### src/rtl/cbt_pkg.sv
package cbt_pkg;

    // Widths of the cycle counters and the resolution field.
    localparam int unsigned PER_W  = 12;
    localparam int unsigned BITS_W = 5;

    typedef logic [PER_W-1:0]  cyc_t;
    typedef logic [BITS_W-1:0] bits_t;

    // One complete waveform setting, in reference-clock cycles.
    typedef struct packed {
        cyc_t period;
        cyc_t conv_high;
        cyc_t offset;
        cyc_t burst_len;
    } wave_cfg_t;

    function automatic cyc_t clamp_period(input cyc_t req, input cyc_t lo, input cyc_t hi);
        cyc_t r;
        if (req < lo)      r = lo;
        else if (req > hi) r = hi;
        else               r = req;
        return r;
    endfunction

    function automatic logic cfg_timeable(input wave_cfg_t c);
        return (c.conv_high != '0) && (c.conv_high < c.period) &&
               (c.offset < c.period) && (c.burst_len != '0);
    endfunction

endpackage

### src/rtl/cbt_cfg_stage.sv
module cbt_cfg_stage
    import cbt_pkg::*;
#(
    parameter int unsigned MIN_PERIOD        = 13,
    parameter int unsigned NARROW_MIN_PERIOD = 63,
    parameter int unsigned MAX_PERIOD        = 1250,
    parameter int unsigned CYC_PER_BIT       = 1
) (
    input  logic      narrow_bw,
    input  cyc_t      req_period,
    input  cyc_t      req_conv_high,
    input  cyc_t      req_offset,
    input  bits_t     req_bits,
    output wave_cfg_t staged,
    output logic      staged_ok
);
    localparam cyc_t LO_WIDE   = cyc_t'(MIN_PERIOD);
    localparam cyc_t LO_NARROW = cyc_t'(NARROW_MIN_PERIOD);
    localparam cyc_t HI_LIMIT  = cyc_t'(MAX_PERIOD);

    cyc_t lo_sel;

    always_comb begin
        lo_sel            = narrow_bw ? LO_NARROW : LO_WIDE;
        staged.period     = clamp_period(req_period, lo_sel, HI_LIMIT);
        staged.conv_high  = req_conv_high;
        staged.offset     = req_offset;
        staged.burst_len  = cyc_t'(32'(req_bits) * CYC_PER_BIT);
        staged_ok         = cfg_timeable(staged);
    end
endmodule

### src/rtl/cbt_phase_gen.sv
module cbt_phase_gen
    import cbt_pkg::*;
(
    input  logic      clk,
    input  logic      rst,
    input  logic      enable,
    input  wave_cfg_t staged,
    input  logic      staged_ok,
    output logic      running,
    output cyc_t      phase,
    output wave_cfg_t act,
    output logic      conv_out,
    output logic      burst_start,
    output logic      cfg_err,
    output logic      period_load
);
    logic first_q;
    logic at_last;

    assign at_last     = (phase == act.period - 1'b1);
    assign conv_out    = running && (phase < act.conv_high);
    // A zero offset is one full period: the first period has no burst start.
    assign burst_start = running && (phase == act.offset) &&
                         !(first_q && (act.offset == '0));

    always_ff @(posedge clk) begin
        if (rst) begin
            running     <= 1'b0;
            phase       <= '0;
            act         <= '0;
            first_q     <= 1'b0;
            cfg_err     <= 1'b0;
            period_load <= 1'b0;
        end else begin
            period_load <= 1'b0;
            if (!running) begin
                phase <= '0;
                if (enable) begin
                    if (staged_ok) begin
                        running     <= 1'b1;
                        act         <= staged;
                        first_q     <= 1'b1;
                        cfg_err     <= 1'b0;
                        period_load <= 1'b1;
                    end else begin
                        cfg_err <= 1'b1;
                    end
                end
            end else if (!enable) begin
                running <= 1'b0;
                phase   <= '0;
            end else if (at_last) begin
                phase   <= '0;
                first_q <= 1'b0;
                if (staged_ok) begin
                    act         <= staged;
                    cfg_err     <= 1'b0;
                    period_load <= (staged.period != act.period);
                end else begin
                    cfg_err <= 1'b1;
                end
            end else begin
                phase <= phase + 1'b1;
            end
        end
    end
endmodule

### src/rtl/cbt_burst_gen.sv
module cbt_burst_gen
    import cbt_pkg::*;
(
    input  logic clk,
    input  logic rst,
    input  logic running,
    input  logic start,
    input  cyc_t len,
    output logic burst_gate
);
    cyc_t left_q;

    assign burst_gate = running && (start || (left_q != '0));

    always_ff @(posedge clk) begin
        if (rst || !running) begin
            left_q <= '0;
        end else if (start) begin
            left_q <= len - 1'b1;
        end else if (left_q != '0) begin
            left_q <= left_q - 1'b1;
        end
    end
endmodule

### src/rtl/cbt_rate_div.sv
module cbt_rate_div
    import cbt_pkg::*;
#(
    parameter int unsigned REF_KHZ = 125000,
    parameter int unsigned QW      = 17
) (
    input  logic          clk,
    input  logic          rst,
    input  logic          start,
    input  cyc_t          divisor,
    output logic [QW-1:0] quot,
    output logic          valid
);
    localparam int unsigned CW = $clog2(QW + 1);

    logic [QW-1:0]  dvd_q;
    logic [QW-1:0]  q_q;
    logic [PER_W:0] rem_q;
    logic [CW-1:0]  cnt_q;
    logic           busy_q;
    logic [PER_W:0] trial;
    logic [PER_W:0] rem_next;
    logic           fits;

    always_comb begin
        trial    = {rem_q[PER_W-1:0], dvd_q[QW-1]};
        fits     = (trial >= {1'b0, divisor});
        rem_next = fits ? (trial - {1'b0, divisor}) : trial;
    end

    always_ff @(posedge clk) begin
        if (rst) begin
            dvd_q  <= '0;
            q_q    <= '0;
            rem_q  <= '0;
            cnt_q  <= '0;
            busy_q <= 1'b0;
            quot   <= '0;
            valid  <= 1'b0;
        end else if (start) begin
            // Adding half the divisor turns the floor into round-to-nearest.
            dvd_q  <= QW'(REF_KHZ) + QW'(divisor >> 1);
            q_q    <= '0;
            rem_q  <= '0;
            cnt_q  <= CW'(QW);
            busy_q <= 1'b1;
            valid  <= 1'b0;
        end else if (busy_q) begin
            dvd_q <= dvd_q << 1;
            q_q   <= {q_q[QW-2:0], fits};
            rem_q <= rem_next;
            cnt_q <= cnt_q - 1'b1;
            if (cnt_q == CW'(1)) begin
                busy_q <= 1'b0;
                valid  <= 1'b1;
                quot   <= {q_q[QW-2:0], fits};
            end
        end
    end
endmodule

### src/rtl/conv_burst_timer.sv
module conv_burst_timer
    import cbt_pkg::*;
#(
    parameter int unsigned MIN_PERIOD        = 13,
    parameter int unsigned NARROW_MIN_PERIOD = 63,
    parameter int unsigned MAX_PERIOD        = 1250,
    parameter int unsigned CYC_PER_BIT       = 1,
    parameter int unsigned REF_KHZ           = 125000,
    localparam int unsigned QW               = $clog2(REF_KHZ + MAX_PERIOD + 1)
) (
    input  logic              clk,
    input  logic              rst,
    input  logic              enable,
    input  logic              narrow_bw,
    input  logic [PER_W-1:0]  cfg_period,
    input  logic [PER_W-1:0]  cfg_conv_high,
    input  logic [PER_W-1:0]  cfg_offset,
    input  logic [BITS_W-1:0] cfg_bits,
    output logic              conv_out,
    output logic              burst_gate,
    output logic              running,
    output logic              cfg_err,
    output logic [QW-1:0]     rate_khz,
    output logic              rate_valid
);
    wave_cfg_t staged;
    logic      staged_ok;
    wave_cfg_t cur_cfg;
    cyc_t      cur_phase;
    logic      burst_start;
    logic      period_load;

    cbt_cfg_stage #(
        .MIN_PERIOD       (MIN_PERIOD),
        .NARROW_MIN_PERIOD(NARROW_MIN_PERIOD),
        .MAX_PERIOD       (MAX_PERIOD),
        .CYC_PER_BIT      (CYC_PER_BIT)
    ) u_stage (
        .narrow_bw    (narrow_bw),
        .req_period   (cfg_period),
        .req_conv_high(cfg_conv_high),
        .req_offset   (cfg_offset),
        .req_bits     (cfg_bits),
        .staged       (staged),
        .staged_ok    (staged_ok)
    );

    cbt_phase_gen u_phase (
        .clk        (clk),
        .rst        (rst),
        .enable     (enable),
        .staged     (staged),
        .staged_ok  (staged_ok),
        .running    (running),
        .phase      (cur_phase),
        .act        (cur_cfg),
        .conv_out   (conv_out),
        .burst_start(burst_start),
        .cfg_err    (cfg_err),
        .period_load(period_load)
    );

    cbt_burst_gen u_burst (
        .clk       (clk),
        .rst       (rst),
        .running   (running),
        .start     (burst_start),
        .len       (cur_cfg.burst_len),
        .burst_gate(burst_gate)
    );

    cbt_rate_div #(
        .REF_KHZ(REF_KHZ),
        .QW     (QW)
    ) u_rate (
        .clk    (clk),
        .rst    (rst),
        .start  (period_load),
        .divisor(cur_cfg.period),
        .quot   (rate_khz),
        .valid  (rate_valid)
    );
endmodule

### config.mk
export PLATFORM = sky130hd
export DESIGN_NAME = conv_burst_timer
export DESIGN_NICKNAME = d
export VERILOG_FILES = /design/src/rtl/cbt_pkg.sv /design/src/rtl/cbt_cfg_stage.sv /design/src/rtl/cbt_phase_gen.sv /design/src/rtl/cbt_burst_gen.sv /design/src/rtl/cbt_rate_div.sv /design/src/rtl/conv_burst_timer.sv
export SDC_FILE = /design/constraint.sdc
export NUM_CORES = 1
export LEC_CHECK = 0
export BUFFER_PORTS_ARGS = -buffer_cell sky130_fd_sc_hd__buf_4
export CAP_MARGIN = 20
export CORE_MARGIN = 8
export CORE_UTILIZATION = 60
export DETAILED_ROUTE_END_ITERATION = 10
export MAX_ROUTING_LAYER = met4
export PLACE_DENSITY = 0.8
export SLEW_MARGIN = 20
export SYNTH_ARGS = -nofsm -noshare
export SYNTH_HDL_FRONTEND = slang
export SYNTH_SLANG_ARGS = --single-unit
### constraint.sdc
create_clock -name clk -period 4.95 [get_ports clk]
set_clock_uncertainty 0.05 [all_clocks]
set_input_delay 0 -clock clk [delete_from_list [all_inputs] [get_ports clk]]
set_output_delay 0 -clock clk [all_outputs]
set_load 0.02 [all_outputs]
==> impl_summary.log <==
INFO  metric outcome = finished clean
INFO  metric synth.most_common_cell = sky130_fd_sc_hd__dfxtp_1
INFO  metric critical_path_type = primary input to flip-flop
INFO  metric fp.coreArea = about 0.013 mm^2
INFO  metric drt_drc_violations_left = 0
INFO  metric num_vias = 7489
INFO  metric drive_above_1_share = 0.119
INFO  metric setup_violations = 0
INFO  metric design.final.nets = 1160
INFO  metric grt_pass1_wl = 35600 um
INFO  metric fin_cells = 1249
INFO  metric critical_path.max_stage_delay = 650 ps
INFO  metric power.density = 332 mW/mm^2
INFO  metric timing.critical_path.slowest_stage_cell = sky130_fd_sc_hd__nor4_4
INFO  metric required = approximately 5200 ps
INFO  metric ys.flop_type = sky130_fd_sc_hd__dfxtp_1
INFO  metric cts_root_buf = sky130_fd_sc_hd__clkbuf_16
INFO  metric synthesis.instances = 986
INFO  metric cts.htree.levels = 4
INFO  metric detail-route-antenna-nets = 0
INFO  metric setup.worst_path.start_class = primary input
INFO  metric worst_setup_hold_path_clk_slew = 60 ps
INFO  metric synthTopCellsByCount = sky130_fd_sc_hd__dfxtp_1, sky130_fd_sc_hd__nand2_1, sky130_fd_sc_hd__nor2_1, sky130_fd_sc_hd__mux2i_1, sky130_fd_sc_hd__ha_1
INFO  metric clock_insertion_delay_worst_skew = ~420 ps
INFO  metric ys_types = 66
INFO  metric clockBufferDepth = 2
INFO  metric post-layout-total-power = 3.20 mW
INFO  metric synth-edff-count = 0
INFO  metric antenna-diode-count = 0
INFO  metric fin_crit = 4140 ps
INFO  metric holdBufCountCts = 35
INFO  metric synth.top_cell.area_share = 0.341
INFO  metric final_worst_path_period_share = 0.836
INFO  metric wl = 21100 um
INFO  metric drt-pass1-iter-count = 5
INFO  metric floorplan.die_area = 0.0175 mm^2
INFO  metric post_synth_main_area_contributors = sky130_fd_sc_hd__dfxtp_1, sky130_fd_sc_hd__ha_1, sky130_fd_sc_hd__mux2i_1, sky130_fd_sc_hd__nand2_1, sky130_fd_sc_hd__xnor2_1
INFO  metric floorplan.initialDensity = 0.614
INFO  metric detailedRoute.firstIterationViolations = 648
INFO  metric number_of_antenna_violations_at_the_first_check_in_global_routing = 0
INFO  metric kind_of_end_point_of_the_critical_path = flip-flop
INFO  metric rsz0062_at_grt = false
INFO  metric synth_area = 0.00810 mm^2
INFO  metric grt_start_max_net_pins = 55
INFO  metric synthesis.yosys.warnings = 0
INFO  metric critical_path.top_delay_family = compound AO/OA/AOI/OAI gates
INFO  metric count_of_input_and_output_buffers = 66
INFO  metric drv_slew = 0
INFO  metric crit_path_cell_trace = dlygate4sd3_1 > buf_4 > nor4_1 > a31oi_1 > o21ai_1 > nor2_1 > a22oi_1 > ha_1 > a21oi_1 > o21ai_0 > a22oi_1 > o21ai_1 > nor4_4 > buf_12 > mux2i_1
INFO  metric grt.overflow.total = 0
INFO  metric vdd.ir_drop.worst = 0.265 mV
INFO  metric maxCapViolCount = 0
INFO  metric max_freq = about 0.24 GHz
INFO  metric floorplan.io_pins = 67
INFO  metric slew-limit-headroom = 0.328
INFO  metric yosysTopAreaCell = sky130_fd_sc_hd__dfxtp_1
INFO  metric postCtsResizedCells = 0
INFO  metric wire_per_inst = 16.9 um
INFO  metric numCtsBuffers = 17
INFO  metric cts.repair_timing.setup_buffer_count = 0
INFO  metric areaGrowthSynthToFinish = 19.0%
INFO  metric fp.dieW = 132 um
INFO  metric dp_hpwl = 14100 um
INFO  metric asr_flop_ratio_synth = 0
INFO  metric setup-tns-final = 0 ps
INFO  metric static-leakage-power = ~3.8 nW
INFO  metric seq_area_frac_synth = 0.341
INFO  metric worstMarginPinSlew = roughly 1000 ps
INFO  metric postSynthAreaPerCell = 8.21 um^2
INFO  metric worstPathBufferInverterCount = 3
INFO  metric hold_violations = 0
INFO  metric worstPathMaxFanout = 26
INFO  metric fillCellCount = 992
INFO  metric cts_tree = yes
INFO  metric grt_pass1_vias = 7249
INFO  metric ys_seq_elements = 138
INFO  metric cts_num_sinks = 138
INFO  metric arrival_worst_endpoint = 4420 ps
INFO  metric dp.cells = approximately 1200
INFO  metric die_h = 132 um
INFO  metric min_path_type = primary input to flip-flop
INFO  metric grt_usage = 0.251
INFO  metric place.gp.congestion = about 0.9
INFO  metric fp-row-count = 42
INFO  metric drt-vias-per-instance = 6.00
final timing paths:
kind / start / end / slack [ps] / depth (start not counted)
worst max register to register: u_phase.act[37]$_SDFFE_PP0P_ / u_phase.act[26]$_SDFFE_PP0P_ / 970 / 11
worst min register to register: u_rate.quot[15]$_SDFFE_PP0P_ / u_rate.quot[15]$_SDFFE_PP0P_ / 400 / 2
worst max-delay path: cfg_period[11] / u_phase.act[26]$_SDFFE_PP0P_ / 810 / 15
worst min-delay path: cfg_period[3] / u_phase.act[39]$_SDFFE_PP0P_ / 80 / 4
through the flow:
stage	utilization	cell area (um^2)	hold WS [ps]	setup slack, ps
6_report	0.731	9640	81.5	810
5_1_grt	0.731	9640	126	451
4_1_cts	0.730	9630	4.08	927
3_5_place_dp	0.657	8670	224	755
3_3_place_gp	0.657	8670	219	937
2_1_floorplan	-	8100	83.4	1300
worst register-to-register path, stage by stage, from the launching register on:
cell and delay [ps]:
sky130_fd_sc_hd__dfxtp_1 400, sky130_fd_sc_hd__inv_1 160, sky130_fd_sc_hd__ha_1 250, sky130_fd_sc_hd__and4bb_2 320
sky130_fd_sc_hd__o21ai_1 80, sky130_fd_sc_hd__a2111oi_2 380, sky130_fd_sc_hd__nand4_1 150, sky130_fd_sc_hd__o41ai_2 490
sky130_fd_sc_hd__nand2_1 190, sky130_fd_sc_hd__nor4_4 790, sky130_fd_sc_hd__buf_12 300, sky130_fd_sc_hd__mux2i_1 300
placed cells by master, fill, tap and decap left out, types with 13 or more instances in the layout:
cell type,synthesis,routed
sky130_fd_sc_hd__nor2_1,88,87
sky130_fd_sc_hd__dlygate4sd3_1,0,35
sky130_fd_sc_hd__nand4_1,16,16
sky130_fd_sc_hd__nand3_1,26,26
sky130_fd_sc_hd__o21ai_0,32,32
sky130_fd_sc_hd__ha_1,53,53
sky130_fd_sc_hd__nand2_1,132,132
sky130_fd_sc_hd__a31oi_1,13,13
sky130_fd_sc_hd__a211oi_1,31,31
sky130_fd_sc_hd__nor3_1,30,30
sky130_fd_sc_hd__a21oi_1,52,52
sky130_fd_sc_hd__inv_1,42,42
sky130_fd_sc_hd__mux2i_1,60,60
sky130_fd_sc_hd__xor2_1,23,23
sky130_fd_sc_hd__buf_4,3,74
sky130_fd_sc_hd__nor2b_1,17,17
sky130_fd_sc_hd__clkbuf_16,0,17
sky130_fd_sc_hd__xnor2_1,44,44
sky130_fd_sc_hd__dfxtp_1,138,137
cell families (layout without fill, tap and decap cells):
logic type | count (synthesis) | in the layout | share of synthesized area
adder cells (fa/ha/maj) | 54 | 54 | 0.0844
buffers and inverters | 98 | 184 | 0.0479
flip-flops | 138 | 138 | 0.341
AO/OA/AOI/OAI | 195 | 195 | 0.159
other | 1 | 2 | 0.000463
multiplexers | 65 | 65 | 0.0811
AND/OR/NAND/NOR | 368 | 368 | 0.214
XOR/XNOR | 67 | 67 | 0.0725
registers in the layout, summed over array words and instances (netlist names):
| signal | cells |
|---|---|
| u_burst.left_q | 12 |
| u_phase.act | 41 |
| u_phase.cfg_err | 1 |
| u_phase.first_q | 1 |
| u_phase.period_load | 1 |
| u_phase.phase | 12 |
| u_phase.running | 1 |
| u_rate.busy_q | 1 |
| u_rate.cnt_q | 5 |
| u_rate.dvd_q | 17 |
| u_rate.q_q | 16 |
| u_rate.quot | 17 |
| u_rate.rem_q | 12 |
| u_rate.valid | 1 |
area by class of cell:
class,count,area [um^2],share of cell area
Tap cell,176,220,0.0229
Sequential cell,138,2760,0.287
Multi-Input combinational cell,751,4950,0.514
Clock buffer,21,470,0.0488
Inverter,43,161,0.0167
Clock inverter,10,143,0.0148
Timing Repair Buffer,110,926,0.0961
per-layer routing:
| layer | GRT usage | share of wire | up-vias |
|---|---|---|---|
| li1 | - | - | 3609 |
| met1 | 0.306 | 0.44 | 3508 |
| met2 | 0.398 | 0.47 | 314 |
| met3 | 0.0514 | 0.064 | 58 |
| met4 | 0.101 | 0.028 | 0 |
| met5 | - | 0 | - |
report_power, final:
group | internal (mW) | switching (mW)
Clock | 0.830 | 0.484
Sequential | 1.16 | 0.0552
Combinational | 0.292 | 0.378
Total | 2.28 | 0.916
Power figures use the tool's default switching activity.
